### src/rtl/rcp_est_pkg.sv
package rcp_est_pkg;
  localparam int DW      = 64;
  localparam int EW      = 11;
  localparam int MW      = 52;
  localparam int SEG_W   = 5;
  localparam int FRAC_W  = 10;
  localparam int START_W = 23;
  localparam int SLOPE_W = 10;
  localparam int OUT_LSB = MW - START_W;
  localparam int NSEG    = 1 << SEG_W;

  typedef enum logic [2:0] {
    K_NORM, K_ZERO, K_INF, K_NAN, K_TINY, K_HUGE
  } kind_e;

  function automatic logic [START_W-1:0] start_of(input logic [SEG_W-1:0] s);
    case (s)
      5'd0:  start_of = 23'h7FF800;  5'd1:  start_of = 23'h783800;
      5'd2:  start_of = 23'h70EA00;  5'd3:  start_of = 23'h6A0800;
      5'd4:  start_of = 23'h638800;  5'd5:  start_of = 23'h5D6200;
      5'd6:  start_of = 23'h579000;  5'd7:  start_of = 23'h520800;
      5'd8:  start_of = 23'h4CC800;  5'd9:  start_of = 23'h47CA00;
      5'd10: start_of = 23'h430800;  5'd11: start_of = 23'h3E8000;
      5'd12: start_of = 23'h3A2C00;  5'd13: start_of = 23'h360800;
      5'd14: start_of = 23'h321400;  5'd15: start_of = 23'h2E4A00;
      5'd16: start_of = 23'h2AA800;  5'd17: start_of = 23'h272C00;
      5'd18: start_of = 23'h23D600;  5'd19: start_of = 23'h209E00;
      5'd20: start_of = 23'h1D8800;  5'd21: start_of = 23'h1A9000;
      5'd22: start_of = 23'h17AE00;  5'd23: start_of = 23'h14F800;
      5'd24: start_of = 23'h124400;  5'd25: start_of = 23'h0FBE00;
      5'd26: start_of = 23'h0D3800;  5'd27: start_of = 23'h0ADE00;
      5'd28: start_of = 23'h088400;  5'd29: start_of = 23'h065000;
      5'd30: start_of = 23'h041C00;  default: start_of = 23'h020C00;
    endcase
  endfunction

  function automatic logic [SLOPE_W-1:0] slope_of(input logic [SEG_W-1:0] s);
    case (s)
      5'd0:  slope_of = 10'h3E1;  5'd1:  slope_of = 10'h3A7;
      5'd2:  slope_of = 10'h371;  5'd3:  slope_of = 10'h340;
      5'd4:  slope_of = 10'h313;  5'd5:  slope_of = 10'h2EA;
      5'd6:  slope_of = 10'h2C4;  5'd7:  slope_of = 10'h2A0;
      5'd8:  slope_of = 10'h27F;  5'd9:  slope_of = 10'h261;
      5'd10: slope_of = 10'h245;  5'd11: slope_of = 10'h22A;
      5'd12: slope_of = 10'h212;  5'd13: slope_of = 10'h1FB;
      5'd14: slope_of = 10'h1E5;  5'd15: slope_of = 10'h1D1;
      5'd16: slope_of = 10'h1BE;  5'd17: slope_of = 10'h1AC;
      5'd18: slope_of = 10'h19B;  5'd19: slope_of = 10'h18B;
      5'd20: slope_of = 10'h17C;  5'd21: slope_of = 10'h16E;
      5'd22: slope_of = 10'h15B;  5'd23: slope_of = 10'h15B;
      5'd24: slope_of = 10'h143;  5'd25: slope_of = 10'h143;
      5'd26: slope_of = 10'h12D;  5'd27: slope_of = 10'h12D;
      5'd28: slope_of = 10'h11A;  5'd29: slope_of = 10'h11A;
      5'd30: slope_of = 10'h108;  default: slope_of = 10'h106;
    endcase
  endfunction
endpackage

### src/rtl/rcp_classify.sv
module rcp_classify
  import rcp_est_pkg::*;
#(
  parameter int LO_EXP = 895,
  parameter int HI_EXP = 1149
) (
  input  logic [DW-1:0] op,
  output kind_e         kind
);
  localparam logic [EW-1:0] EXP_ALL1 = {EW{1'b1}};
  localparam logic [EW-1:0] LO_E     = EW'(LO_EXP);
  localparam logic [EW-1:0] HI_E     = EW'(HI_EXP);

  logic [EW-1:0] ex;
  logic          mant_nz;

  assign ex      = op[DW-2 -: EW];
  assign mant_nz = |op[MW-1:0];

  always_comb begin
    if (ex == '0 && !mant_nz)  kind = K_ZERO;
    else if (ex == EXP_ALL1)   kind = mant_nz ? K_NAN : K_INF;
    else if (ex < LO_E)        kind = K_TINY;
    else if (ex >= HI_E)       kind = K_HUGE;
    else                       kind = K_NORM;
  end
endmodule

### src/rtl/rcp_seg_rom.sv
module rcp_seg_rom
  import rcp_est_pkg::*;
(
  input  logic [SEG_W-1:0]   seg,
  output logic [START_W-1:0] start_val,
  output logic [SLOPE_W-1:0] slope_val
);
  always_comb begin
    start_val = start_of(seg);
    slope_val = slope_of(seg);
  end
endmodule

### src/rtl/rcp_interp.sv
module rcp_interp
  import rcp_est_pkg::*;
(
  input  logic [START_W-1:0] start_val,
  input  logic [SLOPE_W-1:0] slope_val,
  input  logic [FRAC_W-1:0]  frac,
  output logic [START_W-1:0] mant
);
  localparam int PROD_W = SLOPE_W + FRAC_W + 1;

  logic [PROD_W-1:0]  prod;
  logic [PROD_W-2:0]  half;
  logic [START_W:0]   diff;

  assign prod = PROD_W'(slope_val) * PROD_W'(frac) + PROD_W'(1);
  assign half = prod[PROD_W-1:1];
  assign diff = {1'b0, start_val} - (START_W+1)'(half);
  assign mant = diff[START_W-1:0];
endmodule

### src/rtl/rcp_est_top.sv
module rcp_est_top
  import rcp_est_pkg::*;
#(
  parameter int LO_EXP = 895,
  parameter int HI_EXP = 1149
) (
  input  logic          clk,
  input  logic          rst,
  input  logic          in_valid,
  input  logic [63:0]   in_op,
  output logic          out_valid,
  output logic [63:0]   out_result,
  output logic          out_dz
);
  localparam logic [EW:0]   EXP_MIRROR = (EW+1)'((1 << EW) - 3);
  localparam logic [DW-2:0] SGL_MAX    = 63'h47EFFFFFE0000000;

  kind_e               kind;
  logic [START_W-1:0]  start_val;
  logic [SLOPE_W-1:0]  slope_val;
  logic [START_W-1:0]  mant;
  logic [EW:0]         exp_diff;
  logic [DW-1:0]       nxt_result;
  logic                nxt_dz;
  logic                sgn;

  rcp_classify #(.LO_EXP(LO_EXP), .HI_EXP(HI_EXP)) u_cls (
    .op(in_op), .kind(kind)
  );

  rcp_seg_rom u_rom (
    .seg(in_op[MW-1 -: SEG_W]), .start_val(start_val), .slope_val(slope_val)
  );

  rcp_interp u_interp (
    .start_val(start_val), .slope_val(slope_val),
    .frac(in_op[MW-1-SEG_W -: FRAC_W]), .mant(mant)
  );

  assign sgn      = in_op[DW-1];
  assign exp_diff = EXP_MIRROR - {1'b0, in_op[DW-2 -: EW]};

  always_comb begin
    nxt_dz = 1'b0;
    case (kind)
      K_NORM:  nxt_result = {sgn, exp_diff[EW-1:0], mant, {OUT_LSB{1'b0}}};
      K_ZERO:  begin
        nxt_result = {sgn, {EW{1'b1}}, {MW{1'b0}}};
        nxt_dz     = 1'b1;
      end
      K_NAN:   nxt_result = in_op | (64'd1 << (MW-1));
      K_TINY:  nxt_result = {sgn, SGL_MAX};
      default: nxt_result = {sgn, {(DW-1){1'b0}}};
    endcase
  end

  always_ff @(posedge clk) begin
    if (rst) begin
      out_valid  <= 1'b0;
      out_result <= '0;
      out_dz     <= 1'b0;
    end else begin
      out_valid <= in_valid;
      if (in_valid) begin
        out_result <= nxt_result;
        out_dz     <= nxt_dz;
      end
    end
  end

  a_r1_valid_follows: assert property (@(posedge clk) disable iff (rst)
    in_valid |=> out_valid);
  a_r1_idle_follows: assert property (@(posedge clk) disable iff (rst)
    !in_valid |=> !out_valid);
  a_r4_zero_gives_inf: assert property (@(posedge clk) disable iff (rst)
    (in_valid && in_op[62:0] == '0) |=> (out_dz && out_result[62:0] == 63'h7FF0000000000000));
  a_r5_inf_gives_zero: assert property (@(posedge clk) disable iff (rst)
    (in_valid && in_op[62:0] == 63'h7FF0000000000000) |=> (out_result[62:0] == '0 && !out_dz));
  a_r3_low_bits_clear: assert property (@(posedge clk) disable iff (rst)
    (in_valid && in_op[62:52] >= 11'(LO_EXP) && in_op[62:52] < 11'(HI_EXP))
      |=> (out_result[OUT_LSB-1:0] == '0 && out_result[63] == $past(in_op[63])));
  a_r10_hold_when_idle: assert property (@(posedge clk) disable iff (rst)
    !in_valid |=> ($stable(out_result) && $stable(out_dz)));
endmodule

### config.mk
export PLATFORM = sky130hd
export DESIGN_NAME = rcp_est_top
export DESIGN_NICKNAME = d
export VERILOG_FILES = /design/src/rtl/rcp_est_pkg.sv /design/src/rtl/rcp_classify.sv /design/src/rtl/rcp_seg_rom.sv /design/src/rtl/rcp_interp.sv /design/src/rtl/rcp_est_top.sv
export SDC_FILE = /design/constraint.sdc
export NUM_CORES = 1
export LEC_CHECK = 0
export ABC_AREA = 1
export CORE_MARGIN = 4
export CORE_UTILIZATION = 50
export DETAILED_ROUTE_END_ITERATION = 8
export DONT_BUFFER_PORTS = 1
export PLACE_DENSITY_LB_ADDON = 0.08
export SLEW_MARGIN = 25
export SYNTH_ARGS = -nofsm -noshare
export SYNTH_HDL_FRONTEND = slang
export SYNTH_SLANG_ARGS = --single-unit
### constraint.sdc
create_clock -name clk -period 10 [get_ports clk]
set_clock_uncertainty 0.2 [all_clocks]
set_input_delay 1.5 -clock clk [delete_from_list [all_inputs] [get_ports clk]]
set_output_delay 1.5 -clock clk [all_outputs]
set_load 0.005 [all_outputs]
# Word-level counts from Yosys, hierarchy flattened
# Memory sizes are Yosys's and may differ from the RTL's.
# Index checks and enable logic that the tools add are counted.
[word_totals] register_bits=66 romBits=768 inputBits=67 output_inout_bits=66 elab_cells=27 n_memories=2
[memory_table] memory="(no name shown)" depth=32 width=14 rd=1 rd_clocked_by_memory_dff=0 wr=0 line_no="rcp_est_pkg.sv:17" text="case (s)"
[memory_table] memory="(no name shown)" depth=32 width=10 rd=1 rd_clocked_by_memory_dff=0 wr=0 line_no="rcp_est_pkg.sv:38" text="case (s)"
[classes] addsub=3 multipliers=1 magnitude_cmp=2 eq_ne=4 muxes=7 reduce_logical=5
[op_table] cell="$pmux 63 s4" count=1
[op_table] cell="$reduce_or 52->1" count=1
[op_table] cell="$sub 23x20->23" count=1
[op_table] cell="$add 20x1->21 const B" count=1
[op_table] cell="$mul 10x10->20" count=1
[op_table] cell="$mux 3" count=4
[op_table] cell="$eq 11x11->1 const B" count=1
[op_table] cell="$ge 11x11->1 const B" count=1
[op_table] cell="$logic_not 11->1" count=1
[op_table] cell="$lt 11x10->1 const B" count=1
[op_table] cell="$sub 11x11->11 const A" count=1
[op_table] cell="$eq 3x1->1 const B" count=1
[op_table] cell="$eq 3x2->1 const B" count=1
[op_table] cell="$eq 3x3->1 const B" count=1
[op_table] cell="$logic_not 3->1" count=1
[op_table] cell="$mux 1" count=2
[op_table] cell="$logic_and 1x1->1" count=1
[op_table] cell="$logic_not 1->1" count=1

# Depth between registers and ports, before layout
[depth] ltp_word=7 depth_mapped=45 ltp_nobuf=44

# Cells and area by module
# A second synthesis with hierarchy kept.
[unflattened] hier_cells=1703 hier_area_um2=10354.9
[modules_own_cells] module="rcp_interp" n_inst=1 cells_each=893 area_each_um2=5430.2
[modules_own_cells] module="rcp_est_top" n_inst=1 cells_each=441 area_each_um2=3228.1
[modules_own_cells] module="rcp_seg_rom" n_inst=1 cells_each=238 area_each_um2=1151.1
[modules_own_cells] module="rcp_classify" n_inst=1 cells_each=131 area_each_um2=545.5

# Least setup slack after synthesis
# Ideal clock, no wire load.
[synth_path] path_type="in2reg" start="input port in_op[49]" end="register out_result[49]" arrival_time_ns=8.119 required_ns=9.665 setup_slack_ns=1.546 cell_stages=40 cell_sequence="inv_1 -> buf_1 -> ha_1 -> nor4_1 -> nor2_1 -> nand3_1 -> inv_1 -> nand2_1 -> fa_1 -> inv_1 -> fa_1 -> inv_1 -> fa_1 -> inv_1 -> fa_1 -> inv_1 -> fa_1 -> inv_1 -> (+4 left out) -> nand2_2 -> a21oi_1 -> o21ai_1 -> nand3_1 -> nand2_1 -> nand3_1 -> nand2_1 -> xor2_1 -> ha_1 -> nand2_1 -> nor4_1 -> nand4_1 -> nand2_1 -> nand2_1 -> nand3_1 -> nand2_1 -> nand2_1 -> a21oi_1"
[synth_via] elab_chain_len=6 elab_cells_between_ends=16 classes_between="add/sub (2); mul (1); eq/ne (3); mux (4); reduce/logical (4); memory (2)"
[synth_lines] element="start: declaration" line_no="rcp_est_top.sv:10" text="input logic [63:0] in_op,"
[synth_lines] element="parallel branches: the longest is 5 deep, another holds $sub 23x20->23"
[synth_lines] element="$pmux 63 s4 (*)" line_no="rcp_est_top.sv:45" text="case (kind)"
[synth_lines] element="end signal: assignment" line_no="rcp_est_top.sv:65" text="out_result <= nxt_result;"
[synth_lines] element="end: declaration" line_no="rcp_est_top.sv:12" text="output logic [63:0] out_result,"
# Mark *: on every way between the ends.
# A chain may end at the register's enable or synchronous reset.

# Worst setup path after layout
[layout_path] start="input port in_op[48]" end="register out_result[47]"
# The elaborated chain is that of the path after synthesis.

==> flow_summary_export.csv <==
group,metric,value,unit
timing,slew_headroom,0.475,
timing,worstMarginPinSlew,0.787,ns
global_route,grt_max_degree,43,
floorplanning,die-area,19600,um2
placed_design,hpwl,22000,um
clocking,numCtsBuffers,9,
clocking,clock_latency,0.33,ns
critical_path,worst-path-buf-inv,9,
critical_path,endpoint_kind,"flop",
final_layout,post-route-util,0.535,
critical_path,start_kind,"input port",
global_route,antenna_found_initial,0,
placed_design,place_congestion,0.984,
critical_path,worstPathArrival,9.28,ns
clocking,cts_max_path_buffers,2,
run_status,status,"finished clean",
synthesis,yosysWarningCount,0,
clocking,cts_root_buffer,"clkbuf_16",
synthesis,avgSynthCellArea,6.93,um2
drt,drt_pass1_iterations,8,
floorplanning,start_util,0.508,
hold_path,hold_path_class,"reg -> reg",
power,pwr_density_cell,428,nW/um2
clocking,clkTransAtPathRegs,0.05,ns
critical_path,criticalPathCategory,"in -> reg",
synthesis,async_reset_ff_frac,0,
final_layout,antenna_cells,0,
clocking,postCtsSetupBuffers,0,
synthesis,synth-main-ff-cell,"dfxtp_1",
drt,routed_wirelength,27300,um
timing,fin_crit_sh,0.922,
timing,max_freq,108,MHz
power,p_leak,4.55,nW
drt,avgRoutedWirePerCell,18.6,um
synthesis,synth-seq-area-share,0.151,
synthesis,synthTopCellsByCount,"nand2_1, inv_1, nor2_1",
drt,drc,0,
clocking,cts_tree,"done",
global_route,grt-ovfl-total,0,
drt,first_iter_violations,631,
final_layout,areaGrowthSynthToFinish,5.36,%
timing,hold_ws,0.276,ns
run,cap_violations,0,
timing,drv_slew,0,
synthesis,synth_area_leader_cell,"dfxtp_1",
timing,finalSetupViolCount,0,
timing,hold_viol,0,
global_route,grt_usage,0.278,
floorplanning,die_x,140,um
clocking,cts_resized,0,
floorplanning,chipHeight,140,um
global_route,grt_pass1_vias,8224,
synthesis,synth_edf_count,0,
power,ir_worst_vdd,0.357,mV
critical_path,critPathMaxFanout,13,
global_route,grt_first_pass_wirelength,44300,um
critical_path,max_stage_delay,0.55,ns
critical_path,slowest_stage,"fa_1",
clocking,hold_buffers,0,
synthesis,ys_types,59,
placed_design,placed_area,8890,um2
critical_path,cpLargestDelayFamily,"adder cells",
drt,vias,8511,
floorplanning,io_pins,133,
clocking,cts.sinks,66,
final_layout,design_area,9200,um2
final_layout,drive_gt1_frac,0.0740,
timing,rsz0062_at_grt,"no",
synthesis,syn_nets,1475,
power,fin_total_pwr,0.00394,W
synthesis,syn_inst,1259,
final_layout,nFillCells,1754,
clocking,htreeDepth,3,
synthesis,synth_area_leaders,"dfxtp_1, fa_1, ha_1",
synthesis,synth_area,8730,um2
placed_design,portBuffers,0,
synthesis,synth_most_common_cell,"nand2_1",
drt,viasPerCell,5.80,
floorplanning,rows,48,
critical_path,required,10.06,ns
timing,tns,0,ns
drt,drtAntennaViolNets,0,
final_layout,nets,1454,
timing,period_needed,9.22,ns
floorplanning,core_area,17200,um2
synthesis,synth_top_area_frac,0.151,
synthesis,ys_seq_elements,66,
## flip-flops by register name (all words and copies together) (netlist names)
register,cells
out_dz,1
out_valid,1
out_result,64
## worst paths after layout
path | from | to | slack, ns | cells after the start
setup reg to reg | out_result[48] | out_result[48] | 9.11 | 2
hold reg to reg | out_result[37] | out_result[37] | 0.28 | 2
setup / recovery | in_op[48] | out_result[47] | 0.78 | 41
hold / removal | out_result[37] | out_result[37] | 0.28 | 2
## report_power, final
group	internal [W]	switching (W)
registers	0.000286	0.0000204
clock network	0.000195	0.000124
logic	0.00116	0.00215
total	0.00164	0.00230
## layout by cell type, fill, tap and decap left out, types with 8 or more instances in the layout
master	instances
a31oi_1	8
o211ai_1	11
nor3_1	16
nand2_2	20
nor4_1	9
nor2_1	146
fa_1	63
xnor2_1	9
clkbuf_16	9
nand2_1	274
inv_2	8
nand4_1	19
xor2_1	10
inv_1	180
o21ai_0	42
ha_1	86
a21oi_1	60
dfxtp_1	66
a32o_1	29
nand3_1	66
## kinds of logic (layout without fill, tap and decap cells)
family | Yosys count | count (layout) | synth area share
adders and majority gates | 149 | 149 | 0.268
xor gates and xnor gates | 19 | 19 | 0.0191
AOI/OAI and AO/OA | 198 | 198 | 0.151
buffers and inverters | 231 | 215 | 0.103
DFF | 66 | 66 | 0.151
and+or+nand+nor | 596 | 596 | 0.308
## worst register-to-register path, delay by kind of cell, from the launching register on
| family | cells | cell delay [ns] |
|---|---|---|
| DFF | 1 | 0.37 |
| and+or+nand+nor | 1 | 0.08 |
| AOI/OAI and AO/OA | 1 | 0.17 |
## metal layers
layer  wire [um]  global-route usage  vias up  share of wire
met3        1930              0.0447       53          0.071
met2       12300               0.441      336           0.45
met4         671              0.0683        0          0.025
met5           0                   0        -              0
li1            -                   -     4095              -
met1       12400               0.397     4027           0.45
## final cells by class
| class | count | area, um2 | area share |
|---|---|---|---|
| tap | 225 | 282 | 0.0306 |
| sequential | 66 | 1320 | 0.144 |
| inverter | 193 | 724 | 0.0788 |
| clock inverter | 7 | 75.1 | 0.00816 |
| multi-input combinational | 962 | 6520 | 0.709 |
| clock buffer | 9 | 225 | 0.0245 |
| timing repair buffer | 6 | 45.0 | 0.00490 |
## through the flow
stage               instances  worst slack, ns
floorplan                1259             1.55
global placement         1452            0.714
detailed placement       1452            0.598
CTS                      1468            0.921
global route             1468            0.291
finish                   1468            0.775
(Power assumes the default switching activity.)
